### config.mk
export PLATFORM = sky130hd
export DESIGN_NAME = dma4_ctrl
export DESIGN_NICKNAME = d
export VERILOG_FILES = /design/src/rtl/dma_pkg.sv /design/src/rtl/dma_regs.sv /design/src/rtl/dma_arb.sv /design/src/rtl/dma_seq.sv /design/src/rtl/dma4_ctrl.sv
export SDC_FILE = /design/constraint.sdc
export NUM_CORES = 1
export LEC_CHECK = 0
export ABC_AREA = 1
export BUFFER_PORTS_ARGS = -buffer_cell sky130_fd_sc_hd__clkbuf_2
export CORE_UTILIZATION = 44
export DETAILED_ROUTE_END_ITERATION = 10
export GPL_TIMING_DRIVEN = 0
export PLACE_DENSITY_LB_ADDON = 0.12
export SYNTH_ARGS = -nofsm -noshare
export SYNTH_HDL_FRONTEND = slang
export SYNTH_SLANG_ARGS = --single-unit
### constraint.sdc
create_clock -name clk -period 7 [get_ports clk]
set_input_delay 0.35 -clock clk [delete_from_list [all_inputs] [get_ports clk]]
set_output_delay 0.35 -clock clk [all_outputs]
set_load 0.02 [all_outputs]
### src/rtl/dma_pkg.sv
package dma_pkg;
    localparam int BYTE_W = 8;
    localparam int LO_W   = 16;
    localparam int PAGE_W = 4;
    localparam int CNT_W  = 16;
    localparam int ADDR_W = PAGE_W + LO_W;

    typedef enum logic [1:0] {
        S_IDLE = 2'd0,
        S_HOLD = 2'd1,
        S_ADDR = 2'd2,
        S_XFER = 2'd3
    } seq_state_e;

    typedef enum logic [1:0] {
        F_ADDR  = 2'd0,
        F_COUNT = 2'd1,
        F_PAGE  = 2'd2,
        F_MODE  = 2'd3
    } reg_field_e;

    typedef struct packed {
        logic [LO_W-1:0]   lo;
        logic [CNT_W-1:0]  cnt;
        logic [PAGE_W-1:0] page;
        logic              dir;
        logic              en;
    } chan_cfg_t;
endpackage

### src/rtl/dma_regs.sv
module dma_regs
    import dma_pkg::*;
#(
    parameter int NCH    = 4,
    parameter int CSEL_W = 2
) (
    input  logic                           clk,
    input  logic                           rst_n,
    input  logic                           wr_en,
    input  logic [CSEL_W+1:0]              wr_addr,
    input  logic [BYTE_W-1:0]              wr_data,
    input  logic                           upd,
    input  logic [CSEL_W-1:0]              upd_ch,
    output logic [NCH-1:0]                 en_o,
    output logic [NCH-1:0]                 dir_o,
    output logic [NCH-1:0]                 last_o,
    output logic [NCH-1:0][PAGE_W-1:0]     page_o,
    output logic [NCH-1:0][LO_W-1:0]       lo_o
);
    typedef struct packed {
        chan_cfg_t [NCH-1:0] ch;
        logic                ptr;
    } regs_t;

    regs_t             r_d, r_q;
    reg_field_e        fld;
    logic [CSEL_W-1:0] wsel;

    assign fld  = reg_field_e'(wr_addr[1:0]);
    assign wsel = wr_addr[CSEL_W+1:2];

    always_comb begin
        r_d = r_q;
        if (upd) begin
            r_d.ch[upd_ch].lo = r_q.ch[upd_ch].lo + 1'b1;
            if (r_q.ch[upd_ch].cnt == '0) begin
                r_d.ch[upd_ch].en = 1'b0;
            end else begin
                r_d.ch[upd_ch].cnt = r_q.ch[upd_ch].cnt - 1'b1;
            end
        end
        if (wr_en) begin
            case (fld)
                F_ADDR: begin
                    if (r_q.ptr) r_d.ch[wsel].lo[LO_W-1:BYTE_W] = wr_data;
                    else         r_d.ch[wsel].lo[BYTE_W-1:0]    = wr_data;
                    r_d.ptr = ~r_q.ptr;
                end
                F_COUNT: begin
                    if (r_q.ptr) r_d.ch[wsel].cnt[CNT_W-1:BYTE_W] = wr_data;
                    else         r_d.ch[wsel].cnt[BYTE_W-1:0]     = wr_data;
                    r_d.ptr = ~r_q.ptr;
                end
                F_PAGE: begin
                    r_d.ch[wsel].page = wr_data[PAGE_W-1:0];
                    r_d.ptr = 1'b0;
                end
                F_MODE: begin
                    r_d.ch[wsel].dir = wr_data[0];
                    r_d.ch[wsel].en  = wr_data[1];
                    r_d.ptr = 1'b0;
                end
                default: r_d.ptr = r_q.ptr;
            endcase
        end
    end

    always_ff @(posedge clk or negedge rst_n) begin
        if (!rst_n) r_q <= '0;
        else        r_q <= r_d;
    end

    for (genvar g = 0; g < NCH; g++) begin : g_ch
        assign en_o[g]   = r_q.ch[g].en;
        assign dir_o[g]  = r_q.ch[g].dir;
        assign last_o[g] = (r_q.ch[g].cnt == '0);
        assign page_o[g] = r_q.ch[g].page;
        assign lo_o[g]   = r_q.ch[g].lo;

        // a non-final byte steps the count down by one
        a_r7_count_step: assert property (@(posedge clk) disable iff (!rst_n)
            (upd && upd_ch == CSEL_W'(g) && !wr_en && r_q.ch[g].cnt != '0)
            |=> r_q.ch[g].cnt == $past(r_q.ch[g].cnt) - 1'b1);

        // the page is untouched by transfers
        a_r7_page_fixed: assert property (@(posedge clk) disable iff (!rst_n)
            (upd && !wr_en) |=> $stable(r_q.ch[g].page));

        // the final byte disables the channel
        a_r8_disable_at_tc: assert property (@(posedge clk) disable iff (!rst_n)
            (upd && upd_ch == CSEL_W'(g) && !wr_en && r_q.ch[g].cnt == '0)
            |=> !r_q.ch[g].en);
    end
endmodule

### src/rtl/dma_arb.sv
module dma_arb #(
    parameter int NCH    = 4,
    parameter int CSEL_W = 2
) (
    input  logic [NCH-1:0]    req,
    output logic              any_o,
    output logic [CSEL_W-1:0] idx_o
);
    always_comb begin
        any_o = |req;
        idx_o = '0;
        for (int i = NCH - 1; i >= 0; i--) begin
            if (req[i]) idx_o = CSEL_W'(i);
        end
    end

    // the chosen channel requests and no lower-numbered one does
    always_comb begin
        a_r6_lowest_wins: assert (!any_o ||
            (req[idx_o] && ((req & ((NCH'(1) << idx_o) - NCH'(1))) == '0)));
    end
endmodule

### src/rtl/dma_seq.sv
module dma_seq
    import dma_pkg::*;
#(
    parameter int NCH    = 4,
    parameter int CSEL_W = 2
) (
    input  logic              clk,
    input  logic              rst_n,
    input  logic              hlda,
    input  logic              any_req,
    input  logic [CSEL_W-1:0] win,
    input  logic              sel_last,
    input  logic              sel_dir,
    output logic [CSEL_W-1:0] chan_o,
    output logic              upd_o,
    output logic              hrq,
    output logic              bus_en,
    output logic              ale,
    output logic              tc,
    output logic [NCH-1:0]    dack,
    output logic              memr_n,
    output logic              memw_n,
    output logic              ior_n,
    output logic              iow_n
);
    typedef struct packed {
        seq_state_e        st;
        logic [CSEL_W-1:0] ch;
    } seq_t;

    seq_t s_d, s_q;
    logic xfer;

    always_comb begin
        s_d   = s_q;
        upd_o = 1'b0;
        case (s_q.st)
            S_IDLE: if (any_req && !hlda) s_d.st = S_HOLD;
            S_HOLD: begin
                if (!any_req) begin
                    s_d.st = S_IDLE;
                end else if (hlda) begin
                    s_d.st = S_ADDR;
                    s_d.ch = win;
                end
            end
            S_ADDR: s_d.st = S_XFER;
            S_XFER: begin
                upd_o = 1'b1;
                if (!sel_last && any_req && hlda) begin
                    s_d.st = S_ADDR;
                    s_d.ch = win;
                end else begin
                    s_d.st = S_IDLE;
                end
            end
            default: s_d.st = S_IDLE;
        endcase
    end

    always_ff @(posedge clk or negedge rst_n) begin
        if (!rst_n) s_q <= '{st: S_IDLE, ch: '0};
        else        s_q <= s_d;
    end

    assign xfer   = (s_q.st == S_XFER);
    assign chan_o = s_q.ch;
    assign hrq    = (s_q.st != S_IDLE);
    assign ale    = (s_q.st == S_ADDR);
    assign bus_en = ale || xfer;
    assign tc     = xfer && sel_last;
    assign ior_n  = !(xfer && sel_dir);
    assign memw_n = !(xfer && sel_dir);
    assign memr_n = !(xfer && !sel_dir);
    assign iow_n  = !(xfer && !sel_dir);

    always_comb begin
        dack = '0;
        if (xfer) dack[s_q.ch] = 1'b1;
    end

    // the bus is taken only after acknowledge was seen
    a_r3_bus_after_hlda: assert property (@(posedge clk) disable iff (!rst_n)
        $rose(bus_en) |-> $past(hlda));

    // hold request rises only on an enabled request
    a_r2_hold_needs_req: assert property (@(posedge clk) disable iff (!rst_n)
        $rose(hrq) |-> $past(any_req));

    // terminal count hands the bus back
    a_r8_tc_release: assert property (@(posedge clk) disable iff (!rst_n)
        tc |=> !hrq);
endmodule

### src/rtl/dma4_ctrl.sv
module dma4_ctrl
    import dma_pkg::*;
#(
    parameter int NCH = 4,
    localparam int CSEL_W = (NCH > 1) ? $clog2(NCH) : 1
) (
    input  logic              clk,
    input  logic              rst_n,
    input  logic              reg_we,
    input  logic [CSEL_W+1:0] reg_addr,
    input  logic [BYTE_W-1:0] reg_wdata,
    input  logic [NCH-1:0]    dreq,
    input  logic              hlda,
    output logic              hrq,
    output logic [NCH-1:0]    dack,
    output logic              bus_en,
    output logic              ale,
    output logic [ADDR_W-1:0] addr_o,
    output logic              memr_n,
    output logic              memw_n,
    output logic              ior_n,
    output logic              iow_n,
    output logic              tc
);
    logic [NCH-1:0]             en, dir, last, masked;
    logic [NCH-1:0][PAGE_W-1:0] page;
    logic [NCH-1:0][LO_W-1:0]   lo;
    logic                       any_req, upd;
    logic [CSEL_W-1:0]          win, chan;

    dma_regs #(.NCH(NCH), .CSEL_W(CSEL_W)) u_regs (
        .clk(clk), .rst_n(rst_n),
        .wr_en(reg_we), .wr_addr(reg_addr), .wr_data(reg_wdata),
        .upd(upd), .upd_ch(chan),
        .en_o(en), .dir_o(dir), .last_o(last), .page_o(page), .lo_o(lo)
    );

    assign masked = dreq & en;

    dma_arb #(.NCH(NCH), .CSEL_W(CSEL_W)) u_arb (
        .req(masked), .any_o(any_req), .idx_o(win)
    );

    dma_seq #(.NCH(NCH), .CSEL_W(CSEL_W)) u_seq (
        .clk(clk), .rst_n(rst_n), .hlda(hlda),
        .any_req(any_req), .win(win),
        .sel_last(last[chan]), .sel_dir(dir[chan]),
        .chan_o(chan), .upd_o(upd),
        .hrq(hrq), .bus_en(bus_en), .ale(ale), .tc(tc), .dack(dack),
        .memr_n(memr_n), .memw_n(memw_n), .ior_n(ior_n), .iow_n(iow_n)
    );

    assign addr_o = bus_en ? {page[chan], lo[chan]} : '0;

    // an address cycle is followed by a strobe cycle on the same address
    a_r4_ale_then_dack: assert property (@(posedge clk) disable iff (!rst_n)
        ale |=> (dack != '0) && $stable(addr_o));

    // acknowledges are one-hot and only with a strobe
    a_r4_dack_onehot: assert property (@(posedge clk) disable iff (!rst_n)
        $onehot0(dack) && ((dack != '0) == (!memr_n || !memw_n)));

    // device-to-memory pairing
    a_r5_write_pair: assert property (@(posedge clk) disable iff (!rst_n)
        !memw_n |-> (!ior_n && memr_n && iow_n));

    // memory-to-device pairing
    a_r5_read_pair: assert property (@(posedge clk) disable iff (!rst_n)
        !memr_n |-> (!iow_n && memw_n && ior_n));
endmodule

==> metrics.txt, run 1 <==
# TYPE chip_impl_metric gauge
chip_impl_info{name="status",value="completed"} 1
chip_impl_metric{name="syn2layout_area_growth",unit="%"} 12.33
chip_impl_metric{name="num-fill-cells",unit=""} 2387
chip_impl_metric{name="holdPathStages",unit=""} 2
chip_impl_info{name="timing.critical_path.slowest_stage_cell",value="sky130_fd_sc_hd__clkbuf_1"} 1
chip_impl_info{name="unrepaired_setup_endpoints_after_global_routing",value="no"} 1
chip_impl_metric{name="clkTransAtPathRegs",unit="ps"} 70
chip_impl_metric{name="drtPass1Iterations",unit=""} 8
chip_impl_metric{name="timing.final.hold_violations",unit=""} 0
chip_impl_metric{name="fin_tns_setup",unit="ps"} 0
chip_impl_metric{name="clock_latency",unit="ps"} 450
chip_impl_metric{name="htree_levels",unit=""} 4
chip_impl_info{name="synth.area.top_cells",value="sky130_fd_sc_hd__dfrtp_1 (38%), sky130_fd_sc_hd__nand2_1 (20%), sky130_fd_sc_hd__nor2_1 (8.8%)"} 1
chip_impl_metric{name="count_of_buffers_inserted_at_the_top_level_ports",unit=""} 48
chip_impl_metric{name="drtAntennaViolNets",unit=""} 0
chip_impl_metric{name="die_width",unit="um"} 154.8
chip_impl_metric{name="detail_route.drc_violations",unit=""} 0
chip_impl_metric{name="timing.fmax",unit="MHz"} 271.3
chip_impl_metric{name="num_io_pins",unit=""} 52
chip_impl_metric{name="setup_violations",unit=""} 0
chip_impl_metric{name="initial_utilization",unit=""} 0.4512
chip_impl_metric{name="layout-drive-gt1-share",unit=""} 0.09318
chip_impl_metric{name="pre_cts_slack",unit="ps"} 3808
chip_impl_info{name="mostFrequentLayoutCells",value="sky130_fd_sc_hd__nand2_1 (559), sky130_fd_sc_hd__nor2_1 (241), sky130_fd_sc_hd__dfrtp_1 (157), sky130_fd_sc_hd__nand3_1 (148), sky130_fd_sc_hd__inv_1 (120)"} 1
chip_impl_info{name="final_common_cell",value="sky130_fd_sc_hd__nand2_1"} 1
chip_impl_metric{name="synth_area_in_xor_xnor",unit=""} 0.005844
chip_impl_metric{name="dr_total_vias",unit=""} 11220
chip_impl_info{name="nature_of_the_critical_path_startpoint",value="register"} 1
chip_impl_metric{name="global_route_wire_length_before_repair",unit="um"} 62070
chip_impl_metric{name="p_per_area",unit="mW/mm2"} 500.6
chip_impl_metric{name="worstPathRequired",unit="ps"} 6650
chip_impl_metric{name="r2r.worst_path.cells",unit=""} 16
chip_impl_metric{name="finalCriticalPeriod",unit="ps"} 3685
chip_impl_metric{name="post_synth_inst_count",unit=""} 1603
chip_impl_metric{name="placement_rows",unit=""} 55
chip_impl_metric{name="drtIter0Drc",unit=""} 1356
chip_impl_metric{name="yosys.area_share.simple",unit=""} 0.3990
chip_impl_info{name="netlist.top_cell.by_area",value="sky130_fd_sc_hd__dfrtp_1"} 1
chip_impl_metric{name="synth-compound-area-share",unit=""} 0.1227
chip_impl_metric{name="final-max-slew-violation-count",unit=""} 0
chip_impl_info{name="worstHoldPathType",value="in2reg"} 1
chip_impl_metric{name="die_area",unit="mm2"} 0.02397
chip_impl_metric{name="critical_path.max_fanout",unit=""} 10
chip_impl_metric{name="ir_worst_vdd",unit="mV"} 0.2457
chip_impl_metric{name="synth.ff_latch_count",unit=""} 157
chip_impl_metric{name="via_cell_ratio",unit=""} 5.614
chip_impl_metric{name="dieHeight",unit="um"} 154.8
chip_impl_metric{name="setup_clock_skew_after_layout",unit="ps"} 14.42
chip_impl_metric{name="share_of_cell_area_taken_by_muxes_after_synthesis",unit=""} 0.0009739
chip_impl_metric{name="synth_seq_area_share",unit=""} 0.3823
chip_impl_metric{name="crit_cells",unit=""} 7
chip_impl_metric{name="first_global_vias",unit=""} 10270
chip_impl_metric{name="grt_antenna_before_repair",unit=""} 0
chip_impl_metric{name="synth_cell_types",unit=""} 34
chip_impl_metric{name="cts_resized",unit=""} 0
chip_impl_info{name="worst_path_dominant_cell_family",value="buffers and inverters"} 1
chip_impl_info{name="setup.worst_path.end_class",value="output port"} 1
chip_impl_info{name="timing.critical_path.cells",value="buf_2, buf_6, buf_4, nand2_2, nor2_2, clkbuf_1, clkbuf_2"} 1
chip_impl_info{name="tritoncts",value="done"} 1
chip_impl_metric{name="post_cts_buffers",unit=""} 0
chip_impl_metric{name="cp.buffers_inverters",unit=""} 5
chip_impl_metric{name="fin_crit_sh",unit=""} 0.5265
chip_impl_info{name="dominant_combinational_cell_family_by_area_after_synthesis",value="simple AND/OR/NAND/NOR gates"} 1
chip_impl_metric{name="tightestPinTransition",unit="ps"} 1180
chip_impl_metric{name="globalplace.congestion",unit=""} 0.9319
chip_impl_metric{name="power.total",unit="mW"} 5.779
chip_impl_metric{name="cp.arrival",unit="ps"} 3340
chip_impl_metric{name="cts-root-to-sink-buffers",unit=""} 2
chip_impl_metric{name="synth.yosys.warnings",unit=""} 0
chip_impl_metric{name="power_leakage",unit="nW"} 5.765
chip_impl_metric{name="post-dp-hpwl",unit="um"} 28990
chip_impl_metric{name="cap_violations",unit=""} 0
chip_impl_metric{name="wl_per_cell",unit="um"} 20.49
chip_impl_metric{name="grt_remaining_overflow",unit=""} 0
chip_impl_metric{name="timing.slew.headroom",unit=""} 0.2105
chip_impl_metric{name="cts_inserted_buffers",unit=""} 17
chip_impl_metric{name="grt_usage",unit=""} 0.3505
chip_impl_metric{name="num_antenna_cells",unit=""} 0
chip_impl_metric{name="clock_sinks",unit=""} 157
chip_impl_metric{name="syn_area_cell",unit="um2"} 6.411
chip_impl_info{name="setup.worst_path.class",value="reg2out"} 1
chip_impl_metric{name="wl",unit="um"} 40940
chip_impl_metric{name="synth_fp_nets",unit=""} 1625
chip_impl_metric{name="fp.coreArea",unit="mm2"} 0.02278
chip_impl_metric{name="worst-r2r-setup-slack",unit="ps"} 3650
chip_impl_metric{name="synth_adder_area_share",unit=""} 0.002435
chip_impl_metric{name="fin_nets",unit=""} 1694
chip_impl_info{name="ctsRootBufferMaster",value="sky130_fd_sc_hd__clkbuf_16"} 1
chip_impl_metric{name="grt_max_degree",unit=""} 103
chip_impl_metric{name="synth_top_cell_area_share",unit=""} 0.3823
chip_impl_metric{name="setup_ws",unit="ps"} 3315
chip_impl_metric{name="post_synth_instance_area",unit="mm2"} 0.01028
chip_impl_metric{name="longest_individual_stage_delay_on_the_worst_path",unit="ps"} 740
## path summary, 6_finish.rpt
check | end | from
max | dack[2] | u_seq.chan_o[1]
min | u_regs.r_q[0] | reg_we
max reg2reg | u_regs.r_q[122] | u_seq.chan_o[1]
min reg2reg | u_regs.page_o[2] | u_regs.page_o[2]
max in group asynchronous | u_regs.lo_o[55] | rst_n
min in group asynchronous | u_regs.r_q[130] | rst_n
## Yosys cell counts
library cell	count
sky130_fd_sc_hd__a21boi_0	1
sky130_fd_sc_hd__a21oi_1	104
sky130_fd_sc_hd__a221oi_1	4
sky130_fd_sc_hd__a22oi_1	16
sky130_fd_sc_hd__buf_1	4
sky130_fd_sc_hd__buf_2	14
sky130_fd_sc_hd__buf_4	14
sky130_fd_sc_hd__buf_6	7
sky130_fd_sc_hd__clkbuf_1	33
sky130_fd_sc_hd__clkinv_1	4
sky130_fd_sc_hd__dfrtp_1	157
sky130_fd_sc_hd__ha_1	2
sky130_fd_sc_hd__inv_1	120
sky130_fd_sc_hd__inv_2	9
sky130_fd_sc_hd__mux2i_1	1
sky130_fd_sc_hd__nand2_1	559
sky130_fd_sc_hd__nand2_2	2
sky130_fd_sc_hd__nand2_4	4
sky130_fd_sc_hd__nand3_1	148
sky130_fd_sc_hd__nand3_2	3
sky130_fd_sc_hd__nand3b_1	2
sky130_fd_sc_hd__nand4_1	9
sky130_fd_sc_hd__nor2_1	241
sky130_fd_sc_hd__nor2_2	16
sky130_fd_sc_hd__nor2_4	5
sky130_fd_sc_hd__nor3_1	7
sky130_fd_sc_hd__o211ai_1	2
sky130_fd_sc_hd__o21ai_0	70
sky130_fd_sc_hd__o21ai_1	20
sky130_fd_sc_hd__o22ai_1	18
sky130_fd_sc_hd__or2_2	1
sky130_fd_sc_hd__xnor2_1	1
sky130_fd_sc_hd__xor2_1	4
sky130_fd_sc_hd__xor2_2	1
## registers in the layout, indices dropped and copies added (netlist names)
| name | cells |
|---|---|
| u_seq.chan_o | 2 |
| u_regs.r_q | 65 |
| u_regs.dir_o | 4 |
| u_regs.page_o | 16 |
| u_regs.en_o | 4 |
| u_seq.s_q | 2 |
| u_regs.lo_o | 64 |
## worst register-to-register path, stage by stage (launching register included)
cell and delay [ps]:
sky130_fd_sc_hd__dfrtp_1 350, sky130_fd_sc_hd__buf_2 190, sky130_fd_sc_hd__nor2_4 390, sky130_fd_sc_hd__buf_2 430, sky130_fd_sc_hd__nand2_1 100, sky130_fd_sc_hd__nand2_1 100, sky130_fd_sc_hd__nor2_2 60, sky130_fd_sc_hd__ha_1 230
sky130_fd_sc_hd__nand2_1 150, sky130_fd_sc_hd__nor2_2 90, sky130_fd_sc_hd__nand2_1 120, sky130_fd_sc_hd__nor2_4 90, sky130_fd_sc_hd__nor2_2 280, sky130_fd_sc_hd__buf_2 380, sky130_fd_sc_hd__nand2_1 90, sky130_fd_sc_hd__nand3_1 80
sky130_fd_sc_hd__o21ai_1 80
## layer usage
layer	GRT usage	wire [um]
met3	0.05912	3482
met2	0.5568	18550
met5	0	0
met1	0.4656	16970
met4	0.1669	1937
## layout make-up
class	instances	area [um2]	area share
inverter	133	499.2	0.04324
multi-input combinational	1241	5456	0.4726
buffer	72	392.9	0.03403
clock inverter	15	163.9	0.01420
timing repair buffer	50	286.5	0.02482
clock buffer	17	425.4	0.03685
tap	313	391.6	0.03392
sequential	157	3929	0.3403
## stage by stage
stage,util,std cells,hold slack (ps),area (um2)
floorplan,-,1603,54.41,10280
global placement,0.4789,1964,470.3,10910
detailed placement,0.4805,1965,358.3,10950
CTS,0.5068,1998,204.3,11540
global route,0.5068,1998,235.4,11540
finish,0.5068,1998,214.2,11540
## logic make-up (layout without fill, tap and decap cells)
family,count (synthesis),after routing
flip-flops,157,157
buffers and inverters,205,287
multiplexers,1,1
XOR/XNOR,6,6
adder cells (fa/ha/maj),2,2
AND/OR/NAND/NOR,997,997
AO/OA/AOI/OAI,235,235
## report_power, final
part	total (mW)	switching, mW	internal [mW]
combinational	3.24	2.28	0.958
clock	0.951	0.469	0.482
sequential	1.59	0.279	1.31
## timing repair
action | CTS | global route
setup endpoints to repair | 0 | 0
hold buffers | 1 | 0
endpoints found under the hold margin | 55 | 0
No activity file was read; power rests on OpenSTA's default activity.
==> run 2: changes to the inputs <==
--- a/config.mk
+++ b/config.mk
@@ -5,7 +5,7 @@
 export SDC_FILE = /design/constraint.sdc
 export NUM_CORES = 1
 export LEC_CHECK = 0
-export ABC_AREA = 1
+export ABC_AREA = 0
 export BUFFER_PORTS_ARGS = -buffer_cell sky130_fd_sc_hd__clkbuf_2
 export CORE_UTILIZATION = 44
 export DETAILED_ROUTE_END_ITERATION = 10
==> constraint.sdc (replaced) <==
create_clock -name clk -period 3.35 [get_ports clk]
set_input_delay 0.1675 -clock clk [delete_from_list [all_inputs] [get_ports clk]]
set_output_delay 0.1675 -clock clk [all_outputs]
set_load 0.02 [all_outputs]
==> run 2 against run 1 <==
  * Sequential power up 100%
  * Highest routed layer unchanged
  * Clock-buffer cell count unchanged
  * Final area down 11%
  * Critical endpoint is now u_regs.r_q[132]
  * Routed wire length down 32%
  * Area after synthesis down 13%
  * Critical path type is now reg2reg
  * Combinational power up 52%
  * Total power up 73%
==> metrics.txt, run 2 <==
# TYPE chip_impl_metric gauge
chip_impl_metric{name="layout-drive-gt1-share",unit=""} 0.1934
chip_impl_info{name="worst_r2r_startpoint",value="u_seq.chan_o[0]"} 1
chip_impl_metric{name="cap_violations",unit=""} 0
chip_impl_metric{name="clock_sinks",unit=""} 157
chip_impl_info{name="timing.critical_path.slowest_stage_cell",value="sky130_fd_sc_hd__mux4_2"} 1
chip_impl_info{name="yosys.cell_count.top_type",value="sky130_fd_sc_hd__nand2_1"} 1
chip_impl_metric{name="holdPathStages",unit=""} 3
chip_impl_metric{name="ir_worst_vdd",unit="mV"} 0.4186
chip_impl_info{name="holdCritStartpoint",value="hlda"} 1
chip_impl_metric{name="cp.arrival",unit="ps"} 3510
chip_impl_info{name="ctsRootBufferMaster",value="sky130_fd_sc_hd__clkbuf_16"} 1
chip_impl_info{name="final_common_cell",value="sky130_fd_sc_hd__nand2_1"} 1
chip_impl_info{name="registers.top_by_ff_count",value="u_regs.r_q"} 1
chip_impl_metric{name="grt_max_degree",unit=""} 94
chip_impl_metric{name="dieHeight",unit="um"} 144.6
chip_impl_metric{name="power_leakage",unit="nW"} 3.865
chip_impl_metric{name="synth-edff-count",unit=""} 0
chip_impl_info{name="status",value="completed"} 1
chip_impl_metric{name="final-max-slew-violation-count",unit=""} 0
chip_impl_metric{name="grt_usage",unit=""} 0.2841
chip_impl_metric{name="cts-root-to-sink-buffers",unit=""} 2
chip_impl_info{name="yosys-top-cells-count",value="sky130_fd_sc_hd__nand2_1 (158), sky130_fd_sc_hd__dfrtp_1 (157), sky130_fd_sc_hd__o21ai_0 (85)"} 1
chip_impl_metric{name="die_area",unit="mm2"} 0.02092
chip_impl_metric{name="synth_cell_types",unit=""} 48
chip_impl_metric{name="fin_nets",unit=""} 986
chip_impl_info{name="rr_endpoint",value="u_regs.r_q[132]"} 1
chip_impl_metric{name="initial_utilization",unit=""} 0.4540
chip_impl_metric{name="synth_top_cell_area_share",unit=""} 0.4389
chip_impl_metric{name="grt_antenna_before_repair",unit=""} 0
chip_impl_info{name="path_common_cell",value="sky130_fd_sc_hd__buf_12"} 1
chip_impl_metric{name="wl_per_cell",unit="um"} 22.47
chip_impl_metric{name="drtIter0Drc",unit=""} 721
chip_impl_metric{name="drtAntennaViolNets",unit=""} 0
chip_impl_metric{name="drtPass1Iterations",unit=""} 5
chip_impl_metric{name="post-dp-hpwl",unit="um"} 18900
chip_impl_metric{name="synth.yosys.warnings",unit=""} 0
chip_impl_metric{name="p_int",unit="mW"} 5.749
chip_impl_metric{name="clock_latency",unit="ps"} 440
chip_impl_metric{name="asyncSetResetFlopFracSynth",unit=""} 1.000
chip_impl_metric{name="num_io_pins",unit=""} 52
chip_impl_metric{name="timing.fmax",unit="MHz"} 310.8
chip_impl_info{name="netlist.top_cell.by_area",value="sky130_fd_sc_hd__dfrtp_1"} 1
chip_impl_metric{name="power.switching",unit="mW"} 4.238
chip_impl_metric{name="grt_remaining_overflow",unit=""} 0
chip_impl_metric{name="first_global_vias",unit=""} 7068
chip_impl_metric{name="globalplace.congestion",unit=""} 0.8525
chip_impl_metric{name="hold_slack",unit="ps"} 42.42
chip_impl_metric{name="post_synth_instance_area",unit="mm2"} 0.008951
chip_impl_metric{name="placement_rows",unit=""} 51
chip_impl_metric{name="cts_inserted_buffers",unit=""} 17
chip_impl_info{name="setup.worst_path.end_class",value="register"} 1
chip_impl_metric{name="detail_route.drc_violations",unit=""} 0
chip_impl_metric{name="wl",unit="um"} 27910
chip_impl_metric{name="pre_cts_slack",unit="ps"} -377.2
chip_impl_info{name="min_to",value="u_seq.s_q[2]"} 1
chip_impl_metric{name="worstPathRequired",unit="ps"} 3640
chip_impl_metric{name="dr_total_vias",unit=""} 7245
chip_impl_metric{name="global_route_wire_length_before_repair",unit="um"} 42810
chip_impl_metric{name="setup_clock_skew_after_layout",unit="ps"} 10.55
chip_impl_metric{name="worst-r2r-setup-slack",unit="ps"} 130
chip_impl_metric{name="timing.slew.headroom",unit=""} 0.3466
chip_impl_metric{name="power.share.sequential",unit=""} 0.321
chip_impl_metric{name="syn2layout_area_growth",unit="%"} 14.33
chip_impl_metric{name="clkPwrFrac",unit=""} 0.188
chip_impl_metric{name="p_per_area",unit="mW/mm2"} 975.9
chip_impl_metric{name="setup_violations",unit=""} 0
chip_impl_metric{name="critical_path.max_fanout",unit=""} 10
chip_impl_info{name="synth_top_flop_cell",value="sky130_fd_sc_hd__dfrtp_1"} 1
chip_impl_metric{name="synth_fp_nets",unit=""} 916
chip_impl_info{name="synth.area.top_cells",value="sky130_fd_sc_hd__dfrtp_1 (44%), sky130_fd_sc_hd__mux4_2 (9.6%), sky130_fd_sc_hd__mux2i_1 (8.7%)"} 1
chip_impl_metric{name="synth.ff_latch_count",unit=""} 157
chip_impl_info{name="tritoncts",value="done"} 1
chip_impl_metric{name="num_antenna_cells",unit=""} 0
chip_impl_metric{name="syn_area_cell",unit="um2"} 10.01
chip_impl_metric{name="fin_crit_sh",unit=""} 0.9606
chip_impl_metric{name="tightestPinTransition",unit="ps"} 980.2
chip_impl_metric{name="fp.coreArea",unit="mm2"} 0.01972
chip_impl_metric{name="htree_levels",unit=""} 4
chip_impl_metric{name="p_comb_frac",unit=""} 0.491
chip_impl_metric{name="clkTransAtPathRegs",unit="ps"} 70
chip_impl_info{name="worstHoldPathType",value="in2reg"} 1
chip_impl_info{name="unrepaired_setup_endpoints_after_global_routing",value="no"} 1
chip_impl_metric{name="timing.final.hold_violations",unit=""} 0
chip_impl_metric{name="synth_seq_area_share",unit=""} 0.4389
chip_impl_metric{name="longest_individual_stage_delay_on_the_worst_path",unit="ps"} 570
chip_impl_metric{name="finalCriticalPeriod",unit="ps"} 3218
chip_impl_info{name="nature_of_the_critical_path_startpoint",value="register"} 1
chip_impl_metric{name="via_cell_ratio",unit=""} 5.833
chip_impl_metric{name="setup_ws",unit="ps"} 132.0
chip_impl_info{name="mostFrequentLayoutCells",value="sky130_fd_sc_hd__nand2_1 (158), sky130_fd_sc_hd__dfrtp_1 (156), sky130_fd_sc_hd__o21ai_0 (85), sky130_fd_sc_hd__mux2i_1 (78), sky130_fd_sc_hd__nor2_1 (66)"} 1
chip_impl_info{name="setup.worst_path.class",value="reg2reg"} 1
chip_impl_metric{name="largest_register_ffs",unit=""} 65
chip_impl_info{name="timing.critical_path.cells",value="buf_4, buf_12, buf_12, mux4_2, inv_1, ha_4, and3_1, buf_2, a21oi_4, buf_6, nand2_1, o221ai_1"} 1
chip_impl_metric{name="count_of_buffers_inserted_at_the_top_level_ports",unit=""} 45
chip_impl_metric{name="r2r.worst_path.cells",unit=""} 12
chip_impl_metric{name="die_width",unit="um"} 144.6
chip_impl_metric{name="post_synth_inst_count",unit=""} 894
chip_impl_metric{name="netSwitchingFraction",unit=""} 0.4243
run 2: power by group through the flow:
stage,Clock [mW],Sequential (mW),Combinational [mW]
after floorplan,0,3.05,3.55
after CTS,1.89,3.19,4.81
after global routing,1.97,3.30,5.35
after global placement,0,3.21,4.64
after detailed placement,0,3.21,4.70
final,1.87,3.21,4.91
run 2: kinds of logic (layout without fill, tap and decap cells):
| logic type | after synthesis | in the layout | share of synthesized area |
|---|---|---|---|
| flops | 157 | 157 | 0.4389 |
| simple gates | 313 | 313 | 0.1574 |
| xor+xnor | 27 | 27 | 0.02642 |
| mux | 138 | 138 | 0.2105 |
| buf+inv | 79 | 162 | 0.04082 |
| fa+ha+maj | 2 | 2 | 0.002795 |
| compound gates | 178 | 178 | 0.1231 |
run 2: area by class of cell:
class / count / area (um2)
fillers: 1796 / 9484
multi-input cells: 658 / 4708
flip-flops and latches: 157 / 3930
clock buffers: 17 / 425.4
plain buffers: 68 / 370.4
well taps: 265 / 331.6
repair buffers: 51 / 301.5
clock inverters: 15 / 125.1
inverters: 11 / 41.29
run 2: metrics by stage:
stage	TNS (ps)	power (mW)	cell area, um2	instances	util
after global routing	0	10.62	10230	1242	0.5190
after detailed placement	-10670	7.908	9544	1205	0.4840
after floorplan	0	6.601	8951	894	-
after CTS	0	9.890	10190	1242	0.5168
after global placement	-146180	7.849	9508	1204	0.4822
final	0	9.986	10230	1242	0.5190
run 2: worst max-delay path, delay by kind of cell, from the launching register on:
kind	cells	cell delay, ps
DFF	1	320
buffers and inverters	6	1200
AOI/OAI and AO/OA	2	340
adders and majority gates	1	250
muxes	1	570
and+or+nand+nor	2	370
run 2: repair_timing:
action | 4_1_cts | 5_1_grt
endpoints found under the hold margin | 64 | 0
gates resized for setup | 17 | 10
pin swaps | 1 | 1
hold buffers | 1 | 0
endpoints found under the setup margin | 96 | 18
buffers inserted | 4 | 0
run 2: worst max path at each step:
stage                         start  depth (start not counted)              end  slack [ps]
floorplan           u_seq.chan_o[0]                         12   u_regs.r_q[21]         540
global placement              rst_n                          1   u_regs.lo_o[1]        -890
detailed placement  u_seq.chan_o[1]                          9  u_regs.lo_o[54]        -380
CTS                 u_seq.chan_o[0]                          9               tc          10
global route        u_seq.chan_o[1]                          9  u_regs.lo_o[31]           8
finish              u_seq.chan_o[0]                         12  u_regs.r_q[132]         130
run 2: per-layer routing:
metal  wire length, um  track usage  up-vias
met5                 0            0        -
met4               373      0.07424        0
met3              1578      0.04272       30
met2             12900       0.4375      238
met1             13060       0.4165     3664
li1                  -            -     3313
